==> src/rtl/sstg_pkg.sv <==
package sstg_pkg;
  localparam int unsigned DATA_W = 8;
  localparam int unsigned HOST_W = 16;
  localparam logic [1:0] REG_DATA = 2'd0;
  localparam logic [1:0] REG_STAT = 2'd1;
  localparam logic [1:0] REG_CTRL = 2'd2;
  localparam int unsigned STAT_DONE_BIT = 15;
  localparam int unsigned STAT_OVR_BIT  = 14;
endpackage

==> src/rtl/sstg_edge_sync.sv <==
module sstg_edge_sync #(
  parameter int unsigned SYNC_N = 2
) (
  input  logic clk_i,
  input  logic rst_ni,
  input  logic async_i,
  output logic rise_o
);
  logic [SYNC_N-1:0] sync_q;
  logic              last_q;

  always_ff @(posedge clk_i or negedge rst_ni) begin
    if (!rst_ni) begin
      sync_q <= '0;
      last_q <= 1'b0;
    end else begin
      sync_q <= {sync_q[SYNC_N-2:0], async_i};
      last_q <= sync_q[SYNC_N-1];
    end
  end

  assign rise_o = sync_q[SYNC_N-1] & ~last_q;
endmodule

==> src/rtl/sstg_fill_ctrl.sv <==
module sstg_fill_ctrl #(
  parameter int unsigned BASE_AW = 8,
  localparam int unsigned AW = BASE_AW + 1,
  localparam int unsigned CW = AW + 1
) (
  input  logic          clk_i,
  input  logic          rst_ni,
  input  logic          rise_i,
  input  logic          clr_i,
  input  logic          size_big_i,
  output logic          we_o,
  output logic [AW-1:0] waddr_o,
  output logic [CW-1:0] fill_o,
  output logic          done_o,
  output logic          ovr_o
);
  logic [CW-1:0] fill_q, sect_len;
  logic          done_q, ovr_q, full;

  assign sect_len = size_big_i ? CW'(1 << (BASE_AW + 1)) : CW'(1 << BASE_AW);
  assign full     = fill_q >= sect_len;
  // clear frees the sector, so a coincident byte still lands at address 0
  assign we_o     = rise_i & (clr_i | ~full);
  assign waddr_o  = clr_i ? '0 : fill_q[AW-1:0];

  always_ff @(posedge clk_i or negedge rst_ni) begin
    if (!rst_ni) begin
      fill_q <= '0;
      done_q <= 1'b0;
      ovr_q  <= 1'b0;
    end else if (clr_i) begin
      fill_q <= rise_i ? CW'(1) : '0;
      done_q <= 1'b0;
      ovr_q  <= 1'b0;
    end else begin
      if (we_o) begin
        fill_q <= fill_q + 1'b1;
        if (fill_q + 1'b1 == sect_len) done_q <= 1'b1;
      end
      if (rise_i && full) ovr_q <= 1'b1;
    end
  end

  assign fill_o = fill_q;
  assign done_o = done_q;
  assign ovr_o  = ovr_q;
endmodule

==> src/rtl/sstg_ram.sv <==
module sstg_ram #(
  parameter int unsigned AW = 9,
  parameter int unsigned DW = 8,
  localparam int unsigned DEPTH = 1 << AW
) (
  input  logic          clk_i,
  input  logic          we_i,
  input  logic [AW-1:0] waddr_i,
  input  logic [DW-1:0] wdata_i,
  input  logic [AW-1:0] raddr_i,
  output logic [DW-1:0] rdata_o
);
  logic [DW-1:0] mem_q [DEPTH];

  always_ff @(posedge clk_i) begin
    if (we_i) mem_q[waddr_i] <= wdata_i;
  end

  assign rdata_o = mem_q[raddr_i];
endmodule

==> src/rtl/sector_stage_buf.sv <==
module sector_stage_buf
  import sstg_pkg::*;
#(
  parameter int unsigned BASE_AW = 8,
  parameter int unsigned SYNC_N  = 2,
  localparam int unsigned AW = BASE_AW + 1,
  localparam int unsigned CW = AW + 1
) (
  input  logic              clk_i,
  input  logic              rst_ni,
  input  logic              dsk_rdy_i,
  input  logic [DATA_W-1:0] dsk_data_i,
  input  logic              size_512_i,
  input  logic              host_rd_i,
  input  logic              host_we_i,
  input  logic [1:0]        host_addr_i,
  output logic [HOST_W-1:0] host_rdata_o,
  output logic              irq_o
);
  logic              rise, clr, ram_we, done, ovr;
  logic [AW-1:0]     waddr;
  logic [AW-1:0]     rptr_q;
  logic [CW-1:0]     fill;
  logic [DATA_W-1:0] ram_rdata;

  assign clr = host_we_i && host_addr_i == REG_CTRL;

  sstg_edge_sync #(.SYNC_N(SYNC_N)) u_sync (
    .clk_i, .rst_ni, .async_i(dsk_rdy_i), .rise_o(rise)
  );

  sstg_fill_ctrl #(.BASE_AW(BASE_AW)) u_fill (
    .clk_i, .rst_ni, .rise_i(rise), .clr_i(clr), .size_big_i(size_512_i),
    .we_o(ram_we), .waddr_o(waddr), .fill_o(fill), .done_o(done), .ovr_o(ovr)
  );

  sstg_ram #(.AW(AW), .DW(DATA_W)) u_ram (
    .clk_i, .we_i(ram_we), .waddr_i(waddr), .wdata_i(dsk_data_i),
    .raddr_i(rptr_q), .rdata_o(ram_rdata)
  );

  always_ff @(posedge clk_i or negedge rst_ni) begin
    if (!rst_ni)                                 rptr_q <= '0;
    else if (clr)                                rptr_q <= '0;
    else if (host_rd_i && host_addr_i == REG_DATA) rptr_q <= rptr_q + 1'b1;
  end

  always_comb begin
    host_rdata_o = '0;
    unique case (host_addr_i)
      REG_DATA: host_rdata_o[DATA_W-1:0] = ram_rdata;
      REG_STAT: begin
        host_rdata_o[STAT_DONE_BIT] = done;
        host_rdata_o[STAT_OVR_BIT]  = ovr;
        host_rdata_o[CW-1:0]        = fill;
      end
      default: host_rdata_o = '0;
    endcase
  end

  assign irq_o = done;
endmodule

==> config.mk <==
export PLATFORM = sky130hd
export DESIGN_NAME = sector_stage_buf
export DESIGN_NICKNAME = d
export VERILOG_FILES = /design/src/rtl/sstg_pkg.sv /design/src/rtl/sstg_edge_sync.sv /design/src/rtl/sstg_fill_ctrl.sv /design/src/rtl/sstg_ram.sv /design/src/rtl/sector_stage_buf.sv
export SDC_FILE = /design/constraint.sdc
export NUM_CORES = 2
export LEC_CHECK = 0
export BUFFER_PORTS_ARGS = -buffer_cell sky130_fd_sc_hd__clkbuf_2
export CAP_MARGIN = 20
export CORE_MARGIN = 10
export CORE_UTILIZATION = 30
export CTS_BUF_LIST = sky130_fd_sc_hd__clkbuf_4
export CTS_CLUSTER_SIZE = 16
export DETAILED_ROUTE_END_ITERATION = 7
export PLACE_DENSITY = 0.56
export RECOVER_POWER = 50
export SYNTH_ARGS = -nofsm -noshare
export SYNTH_HDL_FRONTEND = slang
export SYNTH_SLANG_ARGS = --single-unit
==> constraint.sdc <==
create_clock -name clk_i -period 3.1 [get_ports clk_i]
set_input_delay 0.62 -clock clk_i [delete_from_list [all_inputs] [get_ports clk_i]]
set_output_delay 0.62 -clock clk_i [all_outputs]
set_load 0.005 [all_outputs]
# == After elaboration in Yosys (flattened, before gate mapping) ==
# Memories as Yosys holds them, arrays and structs flattened.
# Index checks and enable logic that the tools add are counted.
# Widths: inputs -> output; s select.
# word_totals
out_inout_bits,17
memories,1
reg_bits,24
word_cells,44
ramBits,4096
# mem_list
name,depth,word_bits,rd,rd_clocked_by_memory_dff,write_ports,line_no,text
u_ram.mem_q,512,8,1,0,1,sstg_ram.sv:13,logic [DW-1:0] mem_q [DEPTH];
# op_classes
eq_ne,3
add_sub_neg,2
n_bitwise,5
magnitude_cmp,1
reduce_logical,9
n_mux,17
# op_table
operator,count
$mux 10,3
$mux 9,3
$pmux 8 s2,1
$add 10x1->10 const B,1
$eq 10x10->1,1
$ge 10x10->1,1
$add 9x1->9 const B,1
$mux 1,8
$reduce_bool 2->1,4
$mux 2,2
$logic_and 1x1->1,3
$and 1x1->1,2
$eq 2x1->1 const B,1
$eq 2x2->1 const B,1
$logic_not 2->1,1
$not 1->1,2
$reduce_and 2->1,1
$or 1x1->1,1

# == Longest topological paths before layout ==
# depth
word_depth,7
depth_mapped,15
ltp_nobuf,9

# == Cells and area by module ==
# A second synthesis with hierarchy kept.
# unflattened
cells_unflattened,8199
hier_area_um2,161397.3
# modules_own_cells
mod,area_each_um2,cells_each,n_inst
sstg_ram,159767.0,8022,1
sstg_fill_ctrl,872.1,96,1
sector_stage_buf,669.4,77,1
sstg_edge_sync,88.8,4,1

# == Worst setup path after synthesis ==
# No wires, ideal clock.
# synth_timing
path_kind,input port to flip-flop
from,in size_512_i
to,"mem u_ram.mem_q[442][0], enable pin"
arrival_ns,3.061
slack_ns,-0.332
stages,10
required_ns,2.730
cell_sequence,inv_1 -> ha_1 -> nand4_1 -> a21boi_0 -> or2_2 -> nor3_1 -> nor3b_1 -> nand2_1 -> clkbuf_1 -> nor2_1
# synth_between
elab_chain_len,7
# synth_lines
item,line_no,text
"start, declared",sector_stage_buf.sv:13,"input logic size_512_i,"
$mux 10,sstg_fill_ctrl.sv:20,assign sect_len = size_big_i ? CW'(1 << (BASE_AW + 1)) : CW'(1 << BASE_AW);
$ge 10x10->1,sstg_fill_ctrl.sv:21,assign full = fill_q >= sect_len;
$not 1->1,sstg_fill_ctrl.sv:23,assign we_o = rise_i & (clr_i | ~full);
$or 1x1->1,sstg_fill_ctrl.sv:23,
$and 1x1->1,sstg_fill_ctrl.sv:23,
$mux 1,sstg_ram.sv:16,if (we_i) mem_q[waddr_i] <= wdata_i;
$mux 1 (not written as such),sstg_ram.sv:16,
"end, declared",sstg_ram.sv:13,
# No other way between the ends.

# == Worst setup path after layout ==
# layout_timing
from,reg rptr_q[0]
to,out host_rdata_o[0]
# layout_between
elab_chain_len,2
# layout_lines
item,line_no,text
"start, declared",sector_stage_buf.sv:22,logic [AW-1:0] rptr_q;
"start signal, assigned",sector_stage_buf.sv:45,else if (host_rd_i && host_addr_i == REG_DATA) rptr_q <= rptr_q + 1'b1;
$mem_v2 512x8,n/a,
$pmux 8 s2,sector_stage_buf.sv:50,unique case (host_addr_i)
"end, declared",sector_stage_buf.sv:17,"output logic [HOST_W-1:0] host_rdata_o,"
# No other way between the ends.

==> qor.csv <==
stage;metric;value;unit
power;Psw;37.3;mW
placed_design;HPWL after DPL;336;mm
power;combinational share of power;0.218;
routing;post-DR wirelength/cell;28.8;um
routing;Vias;92000;
worst_setup_path;worst-path fanout max;11;
yosys;Yosys cell types;82;
routing;initial drt markers;11000;
yosys;sequential fraction of the synthesis area;0.771;
yosys;synthesized area;0.160;mm2
hold_path;Hold Path Cell Cnt;5;
timing;Final Hold Fails;0;
timing;final setup margin;-2.92;ns
grt;GR Util All Layers;0.179;
worst_setup_path;CP required;2.48;ns
timing;final count of pins violating max slew;1097;
grt;vias in the first global route;94500;
power;Sw Ratio;0.273;
floorplanning;Rows;268;
worst_setup_path;CP Capture Type;primary output;
final_layout;most frequent cells in the layout;edfxtp_1, clkbuf_4, buf_4;
timing;clock period minus worst slack;6.02;ns
worst_setup_path;crit path DAT;5.40;ns
final_layout;most common cell after layout, fill and taps aside;edfxtp_1;
power;Seq pwr share;0.449;
floorplanning;Die ar.;0.564;mm2
final_layout;Area growth syn-to-layout;25.3;%
floorplanning;core area;0.532;mm2
power;power per cell area;681;mW/mm2
worst_setup_path;critical path class;reg2out;
timing;Peak Freq;166;MHz
final_layout;final core utilization;0.377;
hold_path;Hold Crit Class;in2reg;
yosys;Cells after Synth;7512;
yosys;most used flip-flop cell after synthesis;edfxtp_1;
timing;final period utilization;1.94;
power;Clk network pwr share;0.333;
cts;cts bufs inserted;1132;
routing;via density per instance;5.14;
grt;largest net degree at the start of global routing;114;
floorplanning;Die Wd;751;um
cts;CTS clk-pin slew, worst paths;0.06;ns
yosys;Yosys Warn Count;0;
run_status;outcome;complete, but fails checks;
grt;first-pass GRT wire length;716;mm
placed_design;placed insts;15800;
power;Pleak;65.9;nW
placed_design;gpl congestion;0.884;
yosys;Post-synth EDFFs;4096;
yosys;Post-synth ARST share;0.00583;
yosys;syn avg cell area;21.3;um2
floorplanning;Initial Utilization;0.301;
cts;H-tree depth;7;
final_layout;Nets;10200;
worst_setup_path;startpoint types;flop;
cts;clk buf depth;5;
run_status;violated checks;capacitance limit, slew limit, setup timing;
routing;Remaining DRCs;0;
routing;first-pass iteration count of the detailed router;5;
final_layout;non-filler cells, final;17900;
grt;initial antenna violation count;43;
placed_design;I/O Buffers;28;
timing;Layout Skew;0.149;ns
cts;Clock Latency Late Sink;1.67;ns
cts;CTS tree;done;
final_layout;layout cells sized above 1;0.453;
floorplanning;io pins;33;
power;VDD IR-drop max;0.000370;V
timing;max_slew headroom;-1.07;
worst_setup_path;depth of the most critical reg-to-reg path;14;
job;Max-Cap Viols;16;
timing;Slew @ Worst Pin;3.10;ns
timing;Setup-failing EPs final;1081;
yosys;Synth Register Bits;4120;
timing;RSZ-0062 raised after global routing;true;
floorplanning;Die Ht;751;um
routing;Final ANT Viol Nets;0;
grt;GRT overflow;0;
routing;routed wire length;516;mm
power;P_int;99.5;mW
cts;Root Driver;clkbuf_4;
cts;clock sink count;4120;
==> power groups by stage <==
stage | Combinational [mW] | Clock, mW | Sequential, mW
floorplan | 15.7 | 0 | 62.5
global placement | 26.5 | 0 | 62.6
detailed placement | 26.6 | 0 | 62.6
CTS | 28.9 | 46.7 | 61.3
global route | 30.9 | 49.8 | 61.4
finish | 29.8 | 45.6 | 61.4
==> state kept, by name, summed over array words and instances (netlist names) <==
register / count
u_ram.mem_q: 4096
u_fill.ovr_o: 1
u_fill.fill_o: 10
rptr_q: 9
u_fill.done_o: 1
u_sync.last_q: 1
u_sync.sync_q: 2
==> worst max-delay path, cell delays in order, from the launching register on <==
cell and delay (ns):
dfrtp_4 0.49, buf_12 0.14, buf_12 0.16, buf_16 0.16, bufbuf_16 0.33, mux4_2 0.58
mux4_2 0.53, nor2_2 0.20, a2111oi_4 0.08, nor4_4 0.61, a2111oi_4 0.21, buf_2 0.19
==> stage by stage <==
step | power, mW | setup slack [ns] | TNS, ns | hold WS [ns] | instance area, um2
3_3_place_gp | 89.0 | -3.18 | -486.81 | 0.337 | 184000
3_5_place_dp | 89.2 | -2.18 | -616.36 | 0.343 | 184000
5_1_grt | 142 | -3.07 | -313.42 | 0.0545 | 201000
4_1_cts | 137 | -3.05 | -24.62 | 0.0202 | 200000
2_1_floorplan | 78.2 | -0.143 | -4.41 | 0.324 | 161000
6_report | 137 | -2.92 | -251.61 | 0.225 | 201000
==> cells in the mapped netlist (11+ instances only) <==
cell      number  area share
edfxtp_1    4096        0.77
mux4_2       955        0.13
nor2_1       600       0.014
mux2i_1      279       0.017
clkbuf_1     204      0.0048
nand2_1      172      0.0040
a22oi_1      162      0.0076
a21oi_1      115      0.0036
buf_2        113      0.0035
buf_4         68      0.0032
a221oi_1      64      0.0035
buf_6         53      0.0037
nor3_1        46      0.0014
o21ai_0       46      0.0014
a211oi_1      45      0.0021
nand3_1       42      0.0013
o221ai_1      40      0.0022
o22ai_1       37      0.0014
a22o_1        35      0.0019
dfrtp_1       24      0.0037
nand4_1       20     0.00078
and2_1        19     0.00074
a31oi_1       18     0.00070
o21ai_1       16     0.00050
buf_12        15      0.0019
o211ai_1      15     0.00070
mux2_2        13     0.00091
mux4_1        13      0.0021
xnor2_1       13     0.00071
and3_1        11     0.00043
buf_1         11     0.00026
==> cell families after synthesis <==
| logic type | count (synthesis) | share of synthesized area |
|---|---|---|
| flip-flops | 4120 | 0.771 |
| multiplexers | 1260 | 0.155 |
| AND/OR/NAND/NOR | 965 | 0.0252 |
| AO/OA/AOI/OAI | 653 | 0.0291 |
| buffers and inverters | 489 | 0.0187 |
| XOR/XNOR | 19 | 0.00104 |
| adder cells (fa/ha/maj) | 5 | 0.000390 |
| other | 1 | 0.0000234 |
==> layer usage <==
| metal | wire length, um | GRT usage |
|---|---|---|
| met5 | 78 | 0 |
| met4 | 22000 | 0.0812 |
| met3 | 49200 | 0.0493 |
| met2 | 243000 | 0.280 |
| met1 | 202000 | 0.231 |
==> final cells by class <==
cell class                 instances  area, um2
sequential                      4120     124000
inverter                          12       53.8
clock inverter                   307       1440
clock buffer                    1541      11600
multi-input combinational       2906      36200
tap                             7020       8780
antenna                           23       57.6
timing repair buffer            1968      19200
fill                           48600     332000
==> worst paths after layout <==
kind                                  start             endpoint  slack (ns)
min in group asynchronous            rst_ni            rptr_q[8]        0.94
min                               host_rd_i            rptr_q[0]        0.23
max in group asynchronous            rst_ni            rptr_q[1]        0.96
max                               rptr_q[0]      host_rdata_o[0]       -2.92
max reg2reg                u_fill.fill_o[8]  u_ram.mem_q[322][0]       -0.10
min reg2reg                u_sync.sync_q[0]     u_sync.sync_q[1]        0.36
==> timing repair <==
| item | 4_1_cts | 5_1_grt |
|---|---|---|
| hold buffers | 37 | 0 |
| buffers inserted | 70 | 82 |
| setup endpoints to repair | 37 | 350 |
| gates resized for setup | 317 | 203 |
| gates cloned | 12 | 5 |
| pin swaps | 54 | 53 |
| hold endpoints to repair | 4119 | 0 |
Power figures use the tool's default switching activity.
